--- config.mk ---
export PLATFORM = sky130hd
export DESIGN_NAME = sieve_pipe_top
export DESIGN_NICKNAME = d
export VERILOG_FILES = /design/src/rtl/sieve_pkg.sv /design/src/rtl/sieve_hit_gen.sv /design/src/rtl/sieve_station.sv /design/src/rtl/sieve_report.sv /design/src/rtl/sieve_pipe_top.sv
export SDC_FILE = /design/constraint.sdc
export NUM_CORES = 2
export LEC_CHECK = 0
export CAP_MARGIN = 20
export CELL_PAD_IN_SITES_DETAIL_PLACEMENT = 1
export CELL_PAD_IN_SITES_GLOBAL_PLACEMENT = 2
export CORE_ASPECT_RATIO = 0.6
export CORE_MARGIN = 2
export CORE_UTILIZATION = 34
export CTS_BUF_LIST = sky130_fd_sc_hd__clkbuf_16
export CTS_CLUSTER_DIAMETER = 100
export DETAILED_ROUTE_END_ITERATION = 16
export GPL_TIMING_DRIVEN = 1
export PLACE_DENSITY = 0.81
export SETUP_SLACK_MARGIN = 0.4
export SLEW_MARGIN = 15
export SYNTH_ARGS = -nofsm -noshare
export SYNTH_HDL_FRONTEND = slang
export SYNTH_SLANG_ARGS = --single-unit
--- constraint.sdc ---
create_clock -name clk_i -period 20.4 [get_ports clk_i]
set_clock_uncertainty 0.15 [all_clocks]
set_input_delay 3.06 -clock clk_i [delete_from_list [all_inputs] [get_ports clk_i]]
set_output_delay 3.06 -clock clk_i [all_outputs]
set_load 0.1 [all_outputs]
--- src/rtl/sieve_pkg.sv ---
package sieve_pkg;
  localparam int unsigned DEF_LANES    = 8;
  localparam int unsigned DEF_STATIONS = 3;
  localparam int unsigned DEF_PROGS    = 2;
  localparam int unsigned DEF_IDX_W    = 16;
  localparam int unsigned DEF_WGT_W    = 6;
  localparam int unsigned DEF_ACC_W    = 8;
  localparam int unsigned DEF_MAX_HITS = 4;

  function automatic int unsigned sel_w(input int unsigned n);
    return (n > 1) ? $clog2(n) : 1;
  endfunction
endpackage

--- src/rtl/sieve_hit_gen.sv ---
// Resolves up to MAX_HITS hits of one progression inside the passing block.
module sieve_hit_gen #(
  parameter int unsigned LANES    = 8,
  parameter int unsigned IDX_W    = 16,
  parameter int unsigned WGT_W    = 6,
  parameter int unsigned MAX_HITS = 4
) (
  input  logic                         blk_v_i,
  input  logic [IDX_W-1:0]             base_i,
  input  logic [IDX_W-1:0]             nh_i,
  input  logic [IDX_W-1:0]             p_i,
  input  logic [WGT_W-1:0]             w_i,
  output logic [LANES-1:0][WGT_W-1:0]  lane_w_o,
  output logic [IDX_W-1:0]             nh_next_o
);
  localparam int unsigned LANE_W = $clog2(LANES);

  logic [IDX_W-1:0] cur;
  logic [IDX_W:0]   lo, hi;
  logic             in_blk;

  always_comb begin
    lane_w_o = '0;
    cur      = nh_i;
    lo       = {1'b0, base_i};
    hi       = {1'b0, base_i} + (IDX_W+1)'(LANES);
    in_blk   = 1'b0;
    for (int m = 0; m < int'(MAX_HITS); m++) begin
      in_blk = blk_v_i && ({1'b0, cur} >= lo) && ({1'b0, cur} < hi);
      if (in_blk) begin
        lane_w_o[cur[LANE_W-1:0]] = w_i;
        cur = cur + p_i;
      end
    end
    nh_next_o = cur;
  end
endmodule

--- src/rtl/sieve_station.sv ---
module sieve_station #(
  parameter int unsigned LANES    = 8,
  parameter int unsigned N_PROGS  = 2,
  parameter int unsigned IDX_W    = 16,
  parameter int unsigned WGT_W    = 6,
  parameter int unsigned ACC_W    = 8,
  parameter int unsigned MAX_HITS = 4,
  localparam int unsigned SLOT_W  = sieve_pkg::sel_w(N_PROGS)
) (
  input  logic                         clk_i,
  input  logic                         rst_ni,
  input  logic                         cfg_we_i,
  input  logic [SLOT_W-1:0]            cfg_slot_i,
  input  logic [IDX_W-1:0]             cfg_p_i,
  input  logic [IDX_W-1:0]             cfg_f_i,
  input  logic [WGT_W-1:0]             cfg_w_i,
  input  logic                         in_v_i,
  input  logic [IDX_W-1:0]             in_base_i,
  input  logic [LANES-1:0][ACC_W-1:0]  in_acc_i,
  output logic                         out_v_o,
  output logic [IDX_W-1:0]             out_base_o,
  output logic [LANES-1:0][ACC_W-1:0]  out_acc_o
);
  logic [N_PROGS-1:0][LANES-1:0][WGT_W-1:0] lane_w;
  logic [LANES-1:0][ACC_W-1:0]              acc_nxt;

  for (genvar k = 0; k < N_PROGS; k++) begin : g_prog
    logic [IDX_W-1:0] p_q, nh_q, nh_nxt;
    logic [WGT_W-1:0] w_q;
    logic             wr;

    assign wr = cfg_we_i && (cfg_slot_i == SLOT_W'(k));

    sieve_hit_gen #(
      .LANES(LANES), .IDX_W(IDX_W), .WGT_W(WGT_W), .MAX_HITS(MAX_HITS)
    ) u_hit (
      .blk_v_i  (in_v_i),
      .base_i   (in_base_i),
      .nh_i     (nh_q),
      .p_i      (p_q),
      .w_i      (w_q),
      .lane_w_o (lane_w[k]),
      .nh_next_o(nh_nxt)
    );

    always_ff @(posedge clk_i or negedge rst_ni) begin
      if (!rst_ni) begin
        p_q  <= IDX_W'(LANES);
        nh_q <= '0;
        w_q  <= '0;
      end else if (wr) begin
        p_q  <= cfg_p_i;
        nh_q <= cfg_f_i;
        w_q  <= cfg_w_i;
      end else begin
        nh_q <= nh_nxt;
      end
    end
  end

  logic [ACC_W-1:0] s;
  logic [ACC_W:0]   t;
  always_comb begin
    acc_nxt = '0;
    s = '0;
    t = '0;
    for (int l = 0; l < int'(LANES); l++) begin
      s = in_acc_i[l];
      for (int k = 0; k < int'(N_PROGS); k++) begin
        t = {1'b0, s} + (ACC_W+1)'(lane_w[k][l]);
        s = t[ACC_W] ? '1 : t[ACC_W-1:0];
      end
      acc_nxt[l] = s;
    end
  end

  always_ff @(posedge clk_i or negedge rst_ni) begin
    if (!rst_ni) begin
      out_v_o    <= 1'b0;
      out_base_o <= '0;
      out_acc_o  <= '0;
    end else begin
      out_v_o    <= in_v_i;
      out_base_o <= in_base_i;
      out_acc_o  <= in_v_i ? acc_nxt : '0;
    end
  end
endmodule

--- src/rtl/sieve_report.sv ---
module sieve_report #(
  parameter int unsigned LANES = 8,
  parameter int unsigned IDX_W = 16,
  parameter int unsigned ACC_W = 8
) (
  input  logic                         clk_i,
  input  logic                         rst_ni,
  input  logic                         in_v_i,
  input  logic [IDX_W-1:0]             in_base_i,
  input  logic [LANES-1:0][ACC_W-1:0]  in_acc_i,
  input  logic [ACC_W-1:0]             thresh_i,
  output logic                         out_valid_o,
  output logic [IDX_W-1:0]             out_base_o,
  output logic [LANES-1:0]             out_mask_o
);
  logic [LANES-1:0] pass;
  for (genvar l = 0; l < LANES; l++) begin : g_cmp
    assign pass[l] = in_v_i && (in_acc_i[l] > thresh_i);
  end

  always_ff @(posedge clk_i or negedge rst_ni) begin
    if (!rst_ni) begin
      out_valid_o <= 1'b0;
      out_base_o  <= '0;
      out_mask_o  <= '0;
    end else begin
      out_valid_o <= in_v_i;
      out_base_o  <= in_base_i;
      out_mask_o  <= pass;
    end
  end
endmodule

--- src/rtl/sieve_pipe_top.sv ---
module sieve_pipe_top #(
  parameter int unsigned LANES      = sieve_pkg::DEF_LANES,
  parameter int unsigned N_STATIONS = sieve_pkg::DEF_STATIONS,
  parameter int unsigned N_PROGS    = sieve_pkg::DEF_PROGS,
  parameter int unsigned IDX_W      = sieve_pkg::DEF_IDX_W,
  parameter int unsigned WGT_W      = sieve_pkg::DEF_WGT_W,
  parameter int unsigned ACC_W      = sieve_pkg::DEF_ACC_W,
  parameter int unsigned MAX_HITS   = sieve_pkg::DEF_MAX_HITS,
  localparam int unsigned STA_W     = sieve_pkg::sel_w(N_STATIONS),
  localparam int unsigned SLOT_W    = sieve_pkg::sel_w(N_PROGS)
) (
  input  logic               clk_i,
  input  logic               rst_ni,
  input  logic               cfg_we_i,
  input  logic [STA_W-1:0]   cfg_sta_i,
  input  logic [SLOT_W-1:0]  cfg_slot_i,
  input  logic [IDX_W-1:0]   cfg_interval_i,
  input  logic [IDX_W-1:0]   cfg_first_i,
  input  logic [WGT_W-1:0]   cfg_weight_i,
  input  logic [ACC_W-1:0]   thresh_i,
  input  logic               restart_i,
  input  logic               go_i,
  output logic               out_valid_o,
  output logic [IDX_W-1:0]   out_base_o,
  output logic [LANES-1:0]   out_mask_o
);
  logic [N_STATIONS:0]                        stg_v;
  logic [N_STATIONS:0][IDX_W-1:0]             stg_base;
  logic [N_STATIONS:0][LANES-1:0][ACC_W-1:0]  stg_acc;
  logic [IDX_W-1:0]                           cnt_q;

  always_ff @(posedge clk_i or negedge rst_ni) begin
    if (!rst_ni)        cnt_q <= '0;
    else if (restart_i) cnt_q <= '0;
    else if (go_i)      cnt_q <= cnt_q + IDX_W'(LANES);
  end

  assign stg_v[0]    = go_i && !restart_i;
  assign stg_base[0] = cnt_q;
  assign stg_acc[0]  = '0;

  for (genvar j = 0; j < N_STATIONS; j++) begin : g_sta
    logic sel;
    assign sel = cfg_we_i && (cfg_sta_i == STA_W'(j));

    sieve_station #(
      .LANES(LANES), .N_PROGS(N_PROGS), .IDX_W(IDX_W),
      .WGT_W(WGT_W), .ACC_W(ACC_W), .MAX_HITS(MAX_HITS)
    ) u_sta (
      .clk_i     (clk_i),
      .rst_ni    (rst_ni),
      .cfg_we_i  (sel),
      .cfg_slot_i(cfg_slot_i),
      .cfg_p_i   (cfg_interval_i),
      .cfg_f_i   (cfg_first_i),
      .cfg_w_i   (cfg_weight_i),
      .in_v_i    (stg_v[j]),
      .in_base_i (stg_base[j]),
      .in_acc_i  (stg_acc[j]),
      .out_v_o   (stg_v[j+1]),
      .out_base_o(stg_base[j+1]),
      .out_acc_o (stg_acc[j+1])
    );
  end

  sieve_report #(.LANES(LANES), .IDX_W(IDX_W), .ACC_W(ACC_W)) u_rep (
    .clk_i      (clk_i),
    .rst_ni     (rst_ni),
    .in_v_i     (stg_v[N_STATIONS]),
    .in_base_i  (stg_base[N_STATIONS]),
    .in_acc_i   (stg_acc[N_STATIONS]),
    .thresh_i   (thresh_i),
    .out_valid_o(out_valid_o),
    .out_base_o (out_base_o),
    .out_mask_o (out_mask_o)
  );
endmodule

==> summary.txt <==
Drt
  – Initial detailed-routing violation count: 4,577
  – Routed len/inst: 24.7 µm
  – Residual DRC count: 0
  – Initial DRT Pass Iterations: 5
  – Antenna-violating nets left: 0
  – Via count: 56,497
  – DRT Wirelength: 247 mm
  – Vias per cell: 5.65

STA
  – Final setup violation count: 0
  – Unrepaired setup endpoints after global routing: false
  – Max-slew violations: 0
  – Min cycle time layout: between 15 and 20 ns
  – Setup ws final: 2.82 ns
  – FMAX: 56.9 MHz
  – Sum of negative setup slack: 0 ns
  – Final cycle utilization of the critical path: 0.862
  – Relative slew slack: 0.200
  – Final Hold Viols: 0
  – Worst slew pin tran: approximately 1.2 ns

Floorplan
  – Die area: 187,000 µm²
  – Initial Utilization: 0.343
  – Core ar.: about 180,000 µm²
  – Die Width: 557 µm
  – Boundary pin count: 79
  – Cell row count: 121
  – Die Ht: 336 µm

Setup path
  – Crit path max fanout: 20
  – Crit Path Class: reg2reg
  – Startpoint types: register
  – Top delay family on crit path: compound AO/OA/AOI/OAI gates
  – Arr. time, crit path: 18.08 ns
  – CP max stage cell: dfrtp_1
  – Setup crit end kind: register
  – Max incr delay on CP: 0.92 ns
  – Number of buffers and inverters on the critical path: 6
  – WP data required: 20.90 ns
  – CP dominant cell by count: a21o_1

CTS
  – TritonCTS Buffers: 59
  – Number of H-tree levels: 2
  – Post-CTS Setup Repair Bufs: 0
  – Worst-Skew Late Latency: just over 0.7 ns
  – CTS max path bufs: 3
  – CTS tree: built
  – Clock transition at path regs: approximately 0.070 ns
  – Hold_buf cts: 0
  – PostCTS Resize Cnt: 0
  – Root buffer cell: clkbuf_16
  – Clock Sinks: 489

Job
  – Max-Cap Viols: 0

Global routing
  – Initial antenna violation count: 20
  – GRT overflow: 0
  – Met2 GRT Util: 0.352
  – First-pass GRT wire length: 371 mm
  – Vias in the first global route: approximately 57,000
  – Global routing usage on met1: 0.413
  – Total Routing Usage GR: 0.261
  – Largest net degree at the start of global routing: ~130
  – Busiest grt layer: met1
  – Grt met3 use: 0.0584

Place
  – DP Cell Count: 9,884
  – Routability Congestion: 0.965
  – Post-DP HPWL: 200 mm
  – # port buffers: 75
  – Place WS: 2.98 ns

Yosys
  – Synth area leader: ha_1
  – Ys flop type: dfrtp_1
  – Ys Warns: 0
  – Asr flop ratio synth: 1.00
  – Sequential-to-total area share from yosys stat: 0.196
  – Synth area leaders: ha_1 25%, dfrtp_1 19%, xnor2_1 5.5%, a21oi_1 5.3%, a21o_1 3.6%
  – Yosys reg bits: 489
  – Post-Syn Area: 62,400 µm²
  – Post-synth EDFFs: 0
  – Yosys top cell area share: 0.253
  – Syn Area/Cell: roughly 8.5 µm²
  – Netlist cell types: 95
  – Mapped Cells: roughly 7,400

Power
  – Peak supply drop: 0.0779 mV
  – Cell Pwr Density: 149 nW/µm²
  – P_leak: 33.0 nW
  – Final Power: 0.0103 W

Run status
  – Status: complete, no violations

Cells and area
  – Layout cells sized above 1: 0.0638
  – Final cell count without fillers: about 10,000
  – Layout Nets: ~8,900
  – FILL cells: 21,530
  – Area growth syn-to-layout: 10.3%
  – Register area: 12,200 µm²
  – Post-layout util: 0.379
  – Footprint of the multi-input gates: 47,900 µm²

Hold path
  – Hold Crit Class: reg2reg
-- worst reg2reg max path: cells and delay by family (launching register included) --
kind            cells  cell delay, ns
compound gates     44            9.52
fa+ha+maj           7            2.65
buf+inv             6            1.92
simple gates        7            1.37
flops               1            0.92
mux                 2            0.92
xor+xnor            1            0.08
-- cells in the mapped netlist (16+ instances only) --
library cell / number
mux2i_1: 89
and2_1: 189
a31oi_1: 36
nor4_1: 16
o21bai_1: 165
o221ai_1: 16
a21boi_0: 36
nand4_1: 61
nor3_1: 84
ha_1: 1264
nand2b_1: 155
nand2_1: 595
nand3_1: 58
inv_1: 477
o21ai_0: 419
nor2_1: 490
a211oi_1: 25
nor2b_1: 313
xnor2_1: 390
o31ai_1: 35
clkbuf_1: 119
mux2_2: 158
a21oi_1: 659
o211ai_1: 26
and3_1: 30
a21o_1: 300
o21a_1: 193
or3_1: 16
dfrtp_1: 483
fa_1: 64
xor2_1: 103
-- path summary, 6_finish.rpt --
check / start / to / slack (ns) / depth (start not counted)
worst max-delay path: g_sta[0].u_sta.out_base_o[3] / g_sta[1].u_sta.out_acc_o[60] / 2.82 / 67
worst min-delay path: g_sta[2].u_sta.out_base_o[12] / u_rep.out_base_o[12] / 0.20 / 0
worst max register to register: g_sta[0].u_sta.out_base_o[3] / g_sta[1].u_sta.out_acc_o[60] / 2.82 / 67
worst min register to register: g_sta[2].u_sta.out_base_o[12] / u_rep.out_base_o[12] / 0.20 / 0
max in group asynchronous: rst_ni / g_sta[0].u_sta.g_prog[0].p_q[8] / 15.54 / 3
min in group asynchronous: rst_ni / u_rep.out_mask_o[3] / 2.18 / 1
-- cell families (layout without fill, tap and decap cells) --
logic type      count (synthesis)  count (layout)  synth area share
other cells                     1               8         0.0000601
simple gates                 2066            2066             0.162
xor+xnor                      497             497            0.0705
compound gates               2095            2095             0.213
mux                           251             251            0.0437
flops                         489             489             0.196
fa+ha+maj                    1336            1336             0.275
buf+inv                       626             797            0.0389
-- final cells by class --
type | instances | share of cell area
tap | 2460 | 0.0447
antenna | 5 | 0.000182
clock inverter | 51 | 0.00760
multi-input combinational | 6248 | 0.696
inverter | 480 | 0.0262
timing repair buffer | 207 | 0.0256
sequential | 489 | 0.178
clock buffer | 59 | 0.0214
-- routing by layer --
layer / share of wire / vias up
li1: - / 26445
met1: 0.52 / 28210
met2: 0.37 / 1659
met3: 0.090 / 183
met4: 0.018 / 0
met5: 0 / -
-- state kept, by name (all words and copies together), names as in the netlist --
signal                   cells
cnt_q                       13
g_sta.u_sta.g_prog.nh_q     96
g_sta.u_sta.g_prog.p_q      96
g_sta.u_sta.g_prog.w_q      36
g_sta.u_sta.out_acc_o      184
g_sta.u_sta.out_base_o      39
g_sta.u_sta.out_v_o          3
u_rep.out_base_o            13
u_rep.out_mask_o             8
u_rep.out_valid_o            1
-- cell usage in the layout (no fill, tap or decap), types with 165 or more instances in the layout --
cell type	n
ha_1	1264
nand2_1	593
o21a_1	193
dfrtp_1	482
a21o_1	300
o21bai_1	165
nor2b_1	313
inv_1	480
xnor2_1	383
nor2_1	488
and2_1	189
o21ai_0	418
a21oi_1	656
-- where the power goes --
group	internal, W	total, W	leakage [nW]	switching [W]
clock network	0.000614	0.00113	0.962	0.000514
registers	0.00114	0.00154	6.36	0.000398
logic	0.00317	0.00762	25.7	0.00444
-- per-stage QoR --
step,hold slack [ns],instance area (µm²)
floorplan,0.181,62400
global placement,0.182,66800
detailed placement,0.186,66800
CTS,0.202,68800
global route,0.211,68800
finish,0.200,68800
No activity file was read; power rests on OpenSTA's default activity.
